File: config.mk
export PLATFORM = sky130hd
export DESIGN_NAME = gain_ramp_scaler
export DESIGN_NICKNAME = d
export VERILOG_FILES = /design/src/rtl/gs_pkg.sv /design/src/rtl/gs_prof_ram.sv /design/src/rtl/gs_ramp_ctrl.sv /design/src/rtl/gs_lane.sv /design/src/rtl/gs_scale_pipe.sv /design/src/rtl/gain_ramp_scaler.sv
export SDC_FILE = /design/constraint.sdc
export NUM_CORES = 2
export LEC_CHECK = 0
export BUFFER_PORTS_ARGS = -buffer_cell sky130_fd_sc_hd__buf_2
export CAP_MARGIN = 40
export CORE_MARGIN = 8
export CORE_UTILIZATION = 30
export DETAILED_ROUTE_END_ITERATION = 10
export GPL_ROUTABILITY_DRIVEN = 0
export PLACE_DENSITY = 0.41
export SYNTH_ARGS = -nofsm -noshare
export SYNTH_HDL_FRONTEND = slang
export SYNTH_SLANG_ARGS = --single-unit
File: constraint.sdc
create_clock -name clk -period 18.9 [get_ports clk]
set_input_delay 2.835 -clock clk [delete_from_list [all_inputs] [get_ports clk]]
set_output_delay 2.835 -clock clk [all_outputs]
set_load 0.02 [all_outputs]
File: src/rtl/gs_pkg.sv
// Package: shared types for the channel gain scaler.
// Assumes: nothing beyond IEEE 1800-2017.
package gs_pkg;

    // Direction the ramp index takes at the next edge.
    typedef enum logic [1:0] {
        MOVE_STAY = 2'b00,
        MOVE_UP   = 2'b01,
        MOVE_DOWN = 2'b10
    } ramp_move_e;

endpackage

File: src/rtl/gs_prof_ram.sv
// Module: gs_prof_ram
// Holds the ramp profile: DEPTH unsigned entries of PW bits.
// It has one synchronous write port and one combinational read port.
// Assumes: the write enable is already qualified by the caller.
module gs_prof_ram #(
    parameter int DEPTH = 64,
    parameter int PW    = 12,
    localparam int AW   = $clog2(DEPTH)
) (
    input  logic          clk,
    input  logic          rst_n,
    input  logic          we,
    input  logic [AW-1:0] waddr,
    input  logic [PW-1:0] wdata,
    input  logic [AW-1:0] raddr,
    output logic [PW-1:0] rdata
);

    logic [PW-1:0] mem [DEPTH];

    // Clear every entry on reset, otherwise store the qualified write.
    always_ff @(posedge clk) begin
        if (!rst_n) begin
            for (int k = 0; k < DEPTH; k++) begin
                mem[k] <= '0;
            end
        end else if (we) begin
            mem[waddr] <= wdata;
        end
    end

    // Asynchronous read of the entry selected by the ramp index.
    always_comb begin
        rdata = mem[raddr];
    end

endmodule

File: src/rtl/gs_ramp_ctrl.sv
// Module: gs_ramp_ctrl
// Steps the ramp index once per valid sample: up while transmit enable
// is high, down while it is low, and never while hold is set.
// It also decides whether the current sample must be silenced.
// Assumes: step is high for exactly the cycles that carry a sample.
module gs_ramp_ctrl
    import gs_pkg::*;
#(
    parameter int DEPTH = 64,
    localparam int AW   = $clog2(DEPTH)
) (
    input  logic          clk,
    input  logic          rst_n,
    input  logic          step,
    input  logic          prof_en,
    input  logic          hold,
    input  logic          tx_en,
    output logic [AW-1:0] idx,
    output logic          silence
);

    localparam logic [AW-1:0] TOP = AW'(DEPTH - 1);

    ramp_move_e move;

    // Choose the index move for this cycle.
    always_comb begin
        move = MOVE_STAY;
        if (step && prof_en && !hold) begin
            if (tx_en && (idx != TOP)) begin
                move = MOVE_UP;
            end else if (!tx_en && (idx != '0)) begin
                move = MOVE_DOWN;
            end
        end
    end

    // Apply the chosen move to the index register.
    always_ff @(posedge clk) begin
        if (!rst_n) begin
            idx <= '0;
        end else begin
            case (move)
                MOVE_UP:   idx <= idx + 1'b1;
                MOVE_DOWN: idx <= idx - 1'b1;
                default:   idx <= idx;
            endcase
        end
    end

    // Silence rule: a bottomed-out ramp in profile mode, or a plain low enable otherwise.
    always_comb begin
        if (prof_en) begin
            silence = !tx_en && (idx == '0);
        end else begin
            silence = !tx_en;
        end
    end

endmodule

File: src/rtl/gs_lane.sv
// Module: gs_lane
// One arithmetic lane in two stages. Stage one forms the signed product of
// the sample and the unsigned gain. Stage two rounds half up, shifts right by
// (GW-2 + shift) and clips to OW bits.
// Assumes: the product width is larger than OW, and the shift is captured
// together with the sample it belongs to.
module gs_lane #(
    parameter int DW = 16,
    parameter int OW = 16,
    parameter int GW = 12,
    parameter int SW = 4,
    localparam int FRAC   = GW - 2,
    localparam int PROD_W = DW + GW + 1,
    localparam int ACC_W  = PROD_W + 1,
    localparam int TW     = $clog2(FRAC + (1 << SW)) + 1
) (
    input  logic                 clk,
    input  logic                 rst_n,
    input  logic                 load,
    input  logic                 zero,
    input  logic signed [DW-1:0] sample,
    input  logic        [GW-1:0] gain,
    input  logic        [SW-1:0] shift,
    input  logic                 ld1,
    output logic signed [OW-1:0] result
);

    localparam logic signed [ACC_W-1:0] MAXV = ACC_W'((1 << (OW - 1)) - 1);
    localparam logic signed [ACC_W-1:0] MINV = -MAXV - 1;

    logic signed [PROD_W-1:0] xe, ge, prod_d, prod_q;
    logic        [SW-1:0]     sh_q;
    logic        [TW-1:0]     tot;
    logic        [ACC_W-1:0]  half;
    logic signed [ACC_W-1:0]  acc, shifted;
    logic signed [OW-1:0]     clip;

    // Stage one operand widening and multiply.
    always_comb begin
        xe     = PROD_W'(sample);
        ge     = $signed(PROD_W'(gain));
        prod_d = xe * ge;
    end

    // Stage one register: product (or zero when silenced) and its shift.
    always_ff @(posedge clk) begin
        if (!rst_n) begin
            prod_q <= '0;
            sh_q   <= '0;
        end else if (load) begin
            prod_q <= zero ? '0 : prod_d;
            sh_q   <= shift;
        end
    end

    // Stage two: add half an LSB, arithmetic shift, clip.
    always_comb begin
        tot     = TW'(FRAC) + TW'(sh_q);
        half    = ACC_W'(1) << (tot - TW'(1));
        acc     = {prod_q[PROD_W-1], prod_q} + $signed(half);
        shifted = acc >>> tot;
        if (shifted > MAXV) begin
            clip = MAXV[OW-1:0];
        end else if (shifted < MINV) begin
            clip = MINV[OW-1:0];
        end else begin
            clip = shifted[OW-1:0];
        end
    end

    // Output register updates only when stage one held a sample.
    always_ff @(posedge clk) begin
        if (!rst_n) begin
            result <= '0;
        end else if (ld1) begin
            result <= clip;
        end
    end

endmodule

File: src/rtl/gs_scale_pipe.sv
// Module: gs_scale_pipe
// Forms the effective gain, which is the static mantissa or the mantissa
// scaled by the profile entry. It carries the valid flag through two stages
// and runs one gs_lane per I/Q component.
// Assumes: the profile entry is already the one for the current index.
module gs_scale_pipe #(
    parameter int DW = 16,
    parameter int OW = 16,
    parameter int GW = 12,
    parameter int SW = 4,
    parameter int PW = 12,
    localparam int NL = 2
) (
    input  logic                 clk,
    input  logic                 rst_n,
    input  logic                 in_valid,
    input  logic signed [DW-1:0] in_i,
    input  logic signed [DW-1:0] in_q,
    input  logic        [GW-1:0] gain,
    input  logic        [SW-1:0] shift,
    input  logic                 prof_en,
    input  logic        [PW-1:0] prof_val,
    input  logic                 silence,
    output logic                 out_valid,
    output logic signed [OW-1:0] out_i,
    output logic signed [OW-1:0] out_q
);

    logic        [GW+PW-1:0] gp;
    logic        [GW-1:0]    eff_gain;
    logic                    v1_q;
    logic signed [DW-1:0]    lane_in  [NL];
    logic signed [OW-1:0]    lane_out [NL];

    // Effective gain: profile entry scales the mantissa, with truncation.
    always_comb begin
        gp       = (GW + PW)'(gain) * (GW + PW)'(prof_val);
        eff_gain = prof_en ? GW'(gp >> PW) : gain;
    end

    // Valid flag through both stages.
    always_ff @(posedge clk) begin
        if (!rst_n) begin
            v1_q      <= 1'b0;
            out_valid <= 1'b0;
        end else begin
            v1_q      <= in_valid;
            out_valid <= v1_q;
        end
    end

    // Lane routing.
    always_comb begin
        lane_in[0] = in_i;
        lane_in[1] = in_q;
        out_i      = lane_out[0];
        out_q      = lane_out[1];
    end

    for (genvar k = 0; k < NL; k++) begin : g_lane
        gs_lane #(
            .DW(DW), .OW(OW), .GW(GW), .SW(SW)
        ) u_lane (
            .clk    (clk),
            .rst_n  (rst_n),
            .load   (in_valid),
            .zero   (silence),
            .sample (lane_in[k]),
            .gain   (eff_gain),
            .shift  (shift),
            .ld1    (v1_q),
            .result (lane_out[k])
        );
    end

endmodule

File: src/rtl/gain_ramp_scaler.sv
// Module: gain_ramp_scaler (top)
// Per-channel output gain stage. It holds the configuration registers and
// joins the profile table, the ramp controller and the two-stage scaling
// pipeline. Latency from sample to output is two cycles.
// Assumes: software sets hold before writing the table.
module gain_ramp_scaler #(
    parameter int DW    = 16,
    parameter int OW    = 16,
    parameter int GW    = 12,
    parameter int SW    = 4,
    parameter int PW    = 12,
    parameter int DEPTH = 64,
    localparam int AW   = $clog2(DEPTH)
) (
    input  logic                 clk,
    input  logic                 rst_n,
    input  logic                 in_valid,
    input  logic signed [DW-1:0] in_i,
    input  logic signed [DW-1:0] in_q,
    input  logic                 tx_en,
    input  logic                 cfg_we,
    input  logic        [GW-1:0] cfg_gain,
    input  logic        [SW-1:0] cfg_shift,
    input  logic                 cfg_prof_en,
    input  logic                 cfg_hold,
    input  logic                 prof_we,
    input  logic        [AW-1:0] prof_addr,
    input  logic        [PW-1:0] prof_data,
    output logic                 out_valid,
    output logic signed [OW-1:0] out_i,
    output logic signed [OW-1:0] out_q
);

    localparam logic [GW-1:0] UNITY = GW'(1 << (GW - 2));

    logic [GW-1:0] gain_q;
    logic [SW-1:0] shift_q;
    logic          prof_en_q;
    logic          hold_q;
    logic [AW-1:0] ramp_idx;
    logic [PW-1:0] prof_val;
    logic          silence;
    logic          ram_we;

    // Configuration registers, all loaded by one strobe.
    always_ff @(posedge clk) begin
        if (!rst_n) begin
            gain_q    <= UNITY;
            shift_q   <= '0;
            prof_en_q <= 1'b0;
            hold_q    <= 1'b0;
        end else if (cfg_we) begin
            gain_q    <= cfg_gain;
            shift_q   <= cfg_shift;
            prof_en_q <= cfg_prof_en;
            hold_q    <= cfg_hold;
        end
    end

    // Table writes are honoured only while the ramp is frozen.
    always_comb begin
        ram_we = prof_we && hold_q;
    end

    gs_prof_ram #(.DEPTH(DEPTH), .PW(PW)) u_ram (
        .clk   (clk),
        .rst_n (rst_n),
        .we    (ram_we),
        .waddr (prof_addr),
        .wdata (prof_data),
        .raddr (ramp_idx),
        .rdata (prof_val)
    );

    gs_ramp_ctrl #(.DEPTH(DEPTH)) u_ramp (
        .clk     (clk),
        .rst_n   (rst_n),
        .step    (in_valid),
        .prof_en (prof_en_q),
        .hold    (hold_q),
        .tx_en   (tx_en),
        .idx     (ramp_idx),
        .silence (silence)
    );

    gs_scale_pipe #(
        .DW(DW), .OW(OW), .GW(GW), .SW(SW), .PW(PW)
    ) u_pipe (
        .clk       (clk),
        .rst_n     (rst_n),
        .in_valid  (in_valid),
        .in_i      (in_i),
        .in_q      (in_q),
        .gain      (gain_q),
        .shift     (shift_q),
        .prof_en   (prof_en_q),
        .prof_val  (prof_val),
        .silence   (silence),
        .out_valid (out_valid),
        .out_i     (out_i),
        .out_q     (out_q)
    );

endmodule

==> metrics.yaml <==
cts.htree.levels: 3
synth_ff_type: "edfxtp_1"
grt_setup_unrepaired: "no"
grt_max_degree: 73
synth_cell_types: 104
drc_errors: 0
finalSetupTns_ns: 0
yosysWarnings: 0
design_area_sq_um: 74630
cts_root_buffer: "clkbuf_16"
maxSlewHeadroom_pct: 39.51
ir_worst_vdd_mv: 0.1223
fmax_mhz: 67.67
core_sq_um: 221400
overflow: 0
finalSetupViolations: 0
ys_seq_area_share_pct: 38.45
status: "complete, no violations"
cts_sinks: 894
pwr_density_cell_nw_per_um2: 112.4
cts_tree: "built"
drt.antenna.violating_nets: 0
syn-instance-count: 6058
hold_path_class: "flop to flop"
n_fill_cell: 22344
path_class: "flop to flop"
skew_ns: 0.08861
grt_first_pass_wirelength_microns: 323900
vias_per_cell: 4.966
fin_nets: 6811
finalHoldViolations: 0
clkSlewWorstSetupHoldPaths_ns: 0.06
route.vias.total: 45175
syn_to_final_growth_pct: 12.16
post_cts_resize_count: 0
worstPathMaxFanout: 51
grt_pass1_vias: 47693
crit_path_frequent_cell: "fa_1"
wire_per_inst_microns: 23.82
fp-row-count: 173
postCtsSetupBuffers: 0
ys_seq_elements: 894
io_buffers: 106
hpwlAfterDp_microns: 156000
drt_pass1_iterations: 5
antenna_found_initial: 11
cts_inserted_buffers: 109
worstSkewPairLatency_ns: 0.76
worstPathArrival_ns: 15.32
syn_area_sq_um: 66540
finalMaxSlewViolations: 0
drt_iter0_drc: 3223
dieArea_sq_um: 237100
die-width_microns: 487.0
grt_use_total_pct: 18.02
cts_buffer_depth: 3
synth_edf_count: 768
cts_hold_buf: 0
worstMarginPinSlew_ns: 0.9041
io_pins: 107
syn_nets: 6847
dpl_cell_area_sq_um: 71060
end_kind: "flop"
worst-endpoint-required_ns: 19.44
total_leakage_power_nw: 30.15
start_kind: "flop"
critPathSlowestCell: "dfxtp_4"
initial_core_util_pct: 30.05
cap_violations: 0
async_flop_share_pct: 0
crit_path_max_incr_delay_ns: 0.88
period_needed_ns: 14.78
wirelength_microns: 216700
avgSynthCellArea_sq_um: 10.98
min_period_over_period_pct: 78.19
fp.dieH_microns: 487.0
drive_above_1_share_pct: 13.51
==> cells in the final DEF (no fill, tap or decap), types with 40 or more instances in the layout <==
cell type,synthesis,layout
xor2_1,41,40
nor2b_1,93,92
a21oi_1,156,154
mux4_2,247,247
ha_1,257,256
clkbuf_16,0,111
mux2i_1,102,101
nor3_1,60,60
and3_1,51,51
buf_4,4,159
nand2_1,503,503
nand3_1,59,59
o21ai_0,201,140
inv_1,598,597
nor2_1,241,240
dfxtp_1,126,119
fa_1,458,458
buf_2,12,107
o21ai_1,10,51
a211oi_1,41,41
xnor2_1,74,72
edfxtp_1,768,768
and2_1,968,968
==> per-layer routing <==
metal | track usage (%) | share of wire (%)
met1 | 23.07 | 43
met2 | 32.38 | 51
met3 | 1.851 | 3.0
met4 | 4.909 | 2.9
met5 | 0 | 0
==> critical path: cells and delay by family (launching register included) <==
kind	cells	cell delay [ns]
fa+ha+maj	12	5.09
compound gates	13	3.74
mux	4	2.23
buf+inv	9	1.45
flops	1	0.88
simple gates	5	0.73
xor+xnor	2	0.29
==> logic make-up (layout without fill, tap and decap cells) <==
kind of cell	count (synthesis)	count (layout)	share of synthesized area [%]
AND/OR/NAND/NOR	2093	2093	16.80
buffers and inverters	1052	1109	6.002
flip-flops	894	894	38.45
AO/OA/AOI/OAI	819	819	8.373
adder cells (fa/ha/maj)	715	715	18.61
multiplexers	370	370	10.25
XOR/XNOR	115	115	1.514
other	0	6	0
==> flip-flops by register name (all words and copies together), names as in the netlist, 4 cells and up, named ones only <==
| register | flops |
|---|---|
| u_ram.mem | 768 |
| u_pipe.g_lane.u_lane.prod_q | 58 |
| gain_q | 12 |
| shift_q | 4 |
| u_pipe.g_lane.u_lane.sh_q | 4 |
| u_ramp.idx | 6 |
| u_pipe.g_lane.u_lane.result | 32 |
==> worst paths after layout <==
check                                     startpoint                                 end  slack (ns)  depth (start not counted)
setup / recovery                                flop  u_pipe.g_lane[1].u_lane.prod_q[27]        4.12                         45
hold / removal    u_pipe.g_lane[0].u_lane.result[15]  u_pipe.g_lane[0].u_lane.result[15]        0.49                          1
setup reg to reg                                flop  u_pipe.g_lane[1].u_lane.prod_q[27]        4.12                         45
hold reg to reg   u_pipe.g_lane[0].u_lane.result[15]  u_pipe.g_lane[0].u_lane.result[15]        0.49                          1
==> stage by stage <==
step                      std cells  total power, mW  util (%)  hold slack, ns  setup WS [ns]
after floorplan                6058            5.105         -          0.4315          5.454
after global placement         8806            6.384     31.69          0.4835          3.783
after detailed placement       8886            6.418     32.09          0.4861          3.975
after CTS                      9090            8.565     33.70          0.4987          3.861
after global routing           9091            9.044     33.70          0.5179          3.123
final                          9096            8.388     33.70          0.4912          4.122
==> synthesized netlist by cell type, types with 17 or more instances <==
cell       number  area, sq um
a21oi_1       156        780.8
a31oi_1        29        181.4
buf_1          51        191.4
mux2_2         21        236.5
a22oi_1        33        247.7
or3_1          18        112.6
nor2b_1        93        581.8
o21a_1         33        247.7
nand2_1       503         1888
nand3_1        59        295.3
mux4_2        247         5563
nor3_1         60        300.3
fa_1          458         9169
inv_1         598         2245
xor2_1         41        359.1
a21o_1         39        292.8
xnor2_1        74        648.1
a211oi_1       41        307.8
a2bb2oi_1      25        219.0
ha_1          257         3216
and2_1        968         6056
a211o_1        19        166.4
clkbuf_1      383         1438
and3_1         51        319.1
o21ai_0       201         1006
o211ai_1       36        270.3
edfxtp_1      768        23060
a22o_1         25        219.0
nand2b_1       21        131.4
mux2i_1       102         1021
nor2_1        241        904.6
dfxtp_1       126         2522
or2_2          17        106.4
==> power by group <==
group	internal, mW	leakage (nW)	switching [mW]
Clock	1.22	1.72	0.889
Combinational	1.56	19.5	2.43
Sequential	2.23	8.92	0.0542
==> area by class of cell <==
cell class	instances	area (sq um)	area share, %
multi-input combinational	4112	37130	49.75
antenna	6	15.01	0.02012
clock inverter	63	636.9	0.8533
clock buffer	141	2920	3.913
sequential	894	25600	34.30
tap	2975	3722	4.988
timing repair buffer	305	2352	3.152
inverter	600	2252	3.018
No activity file was read; power rests on OpenSTA's default activity.
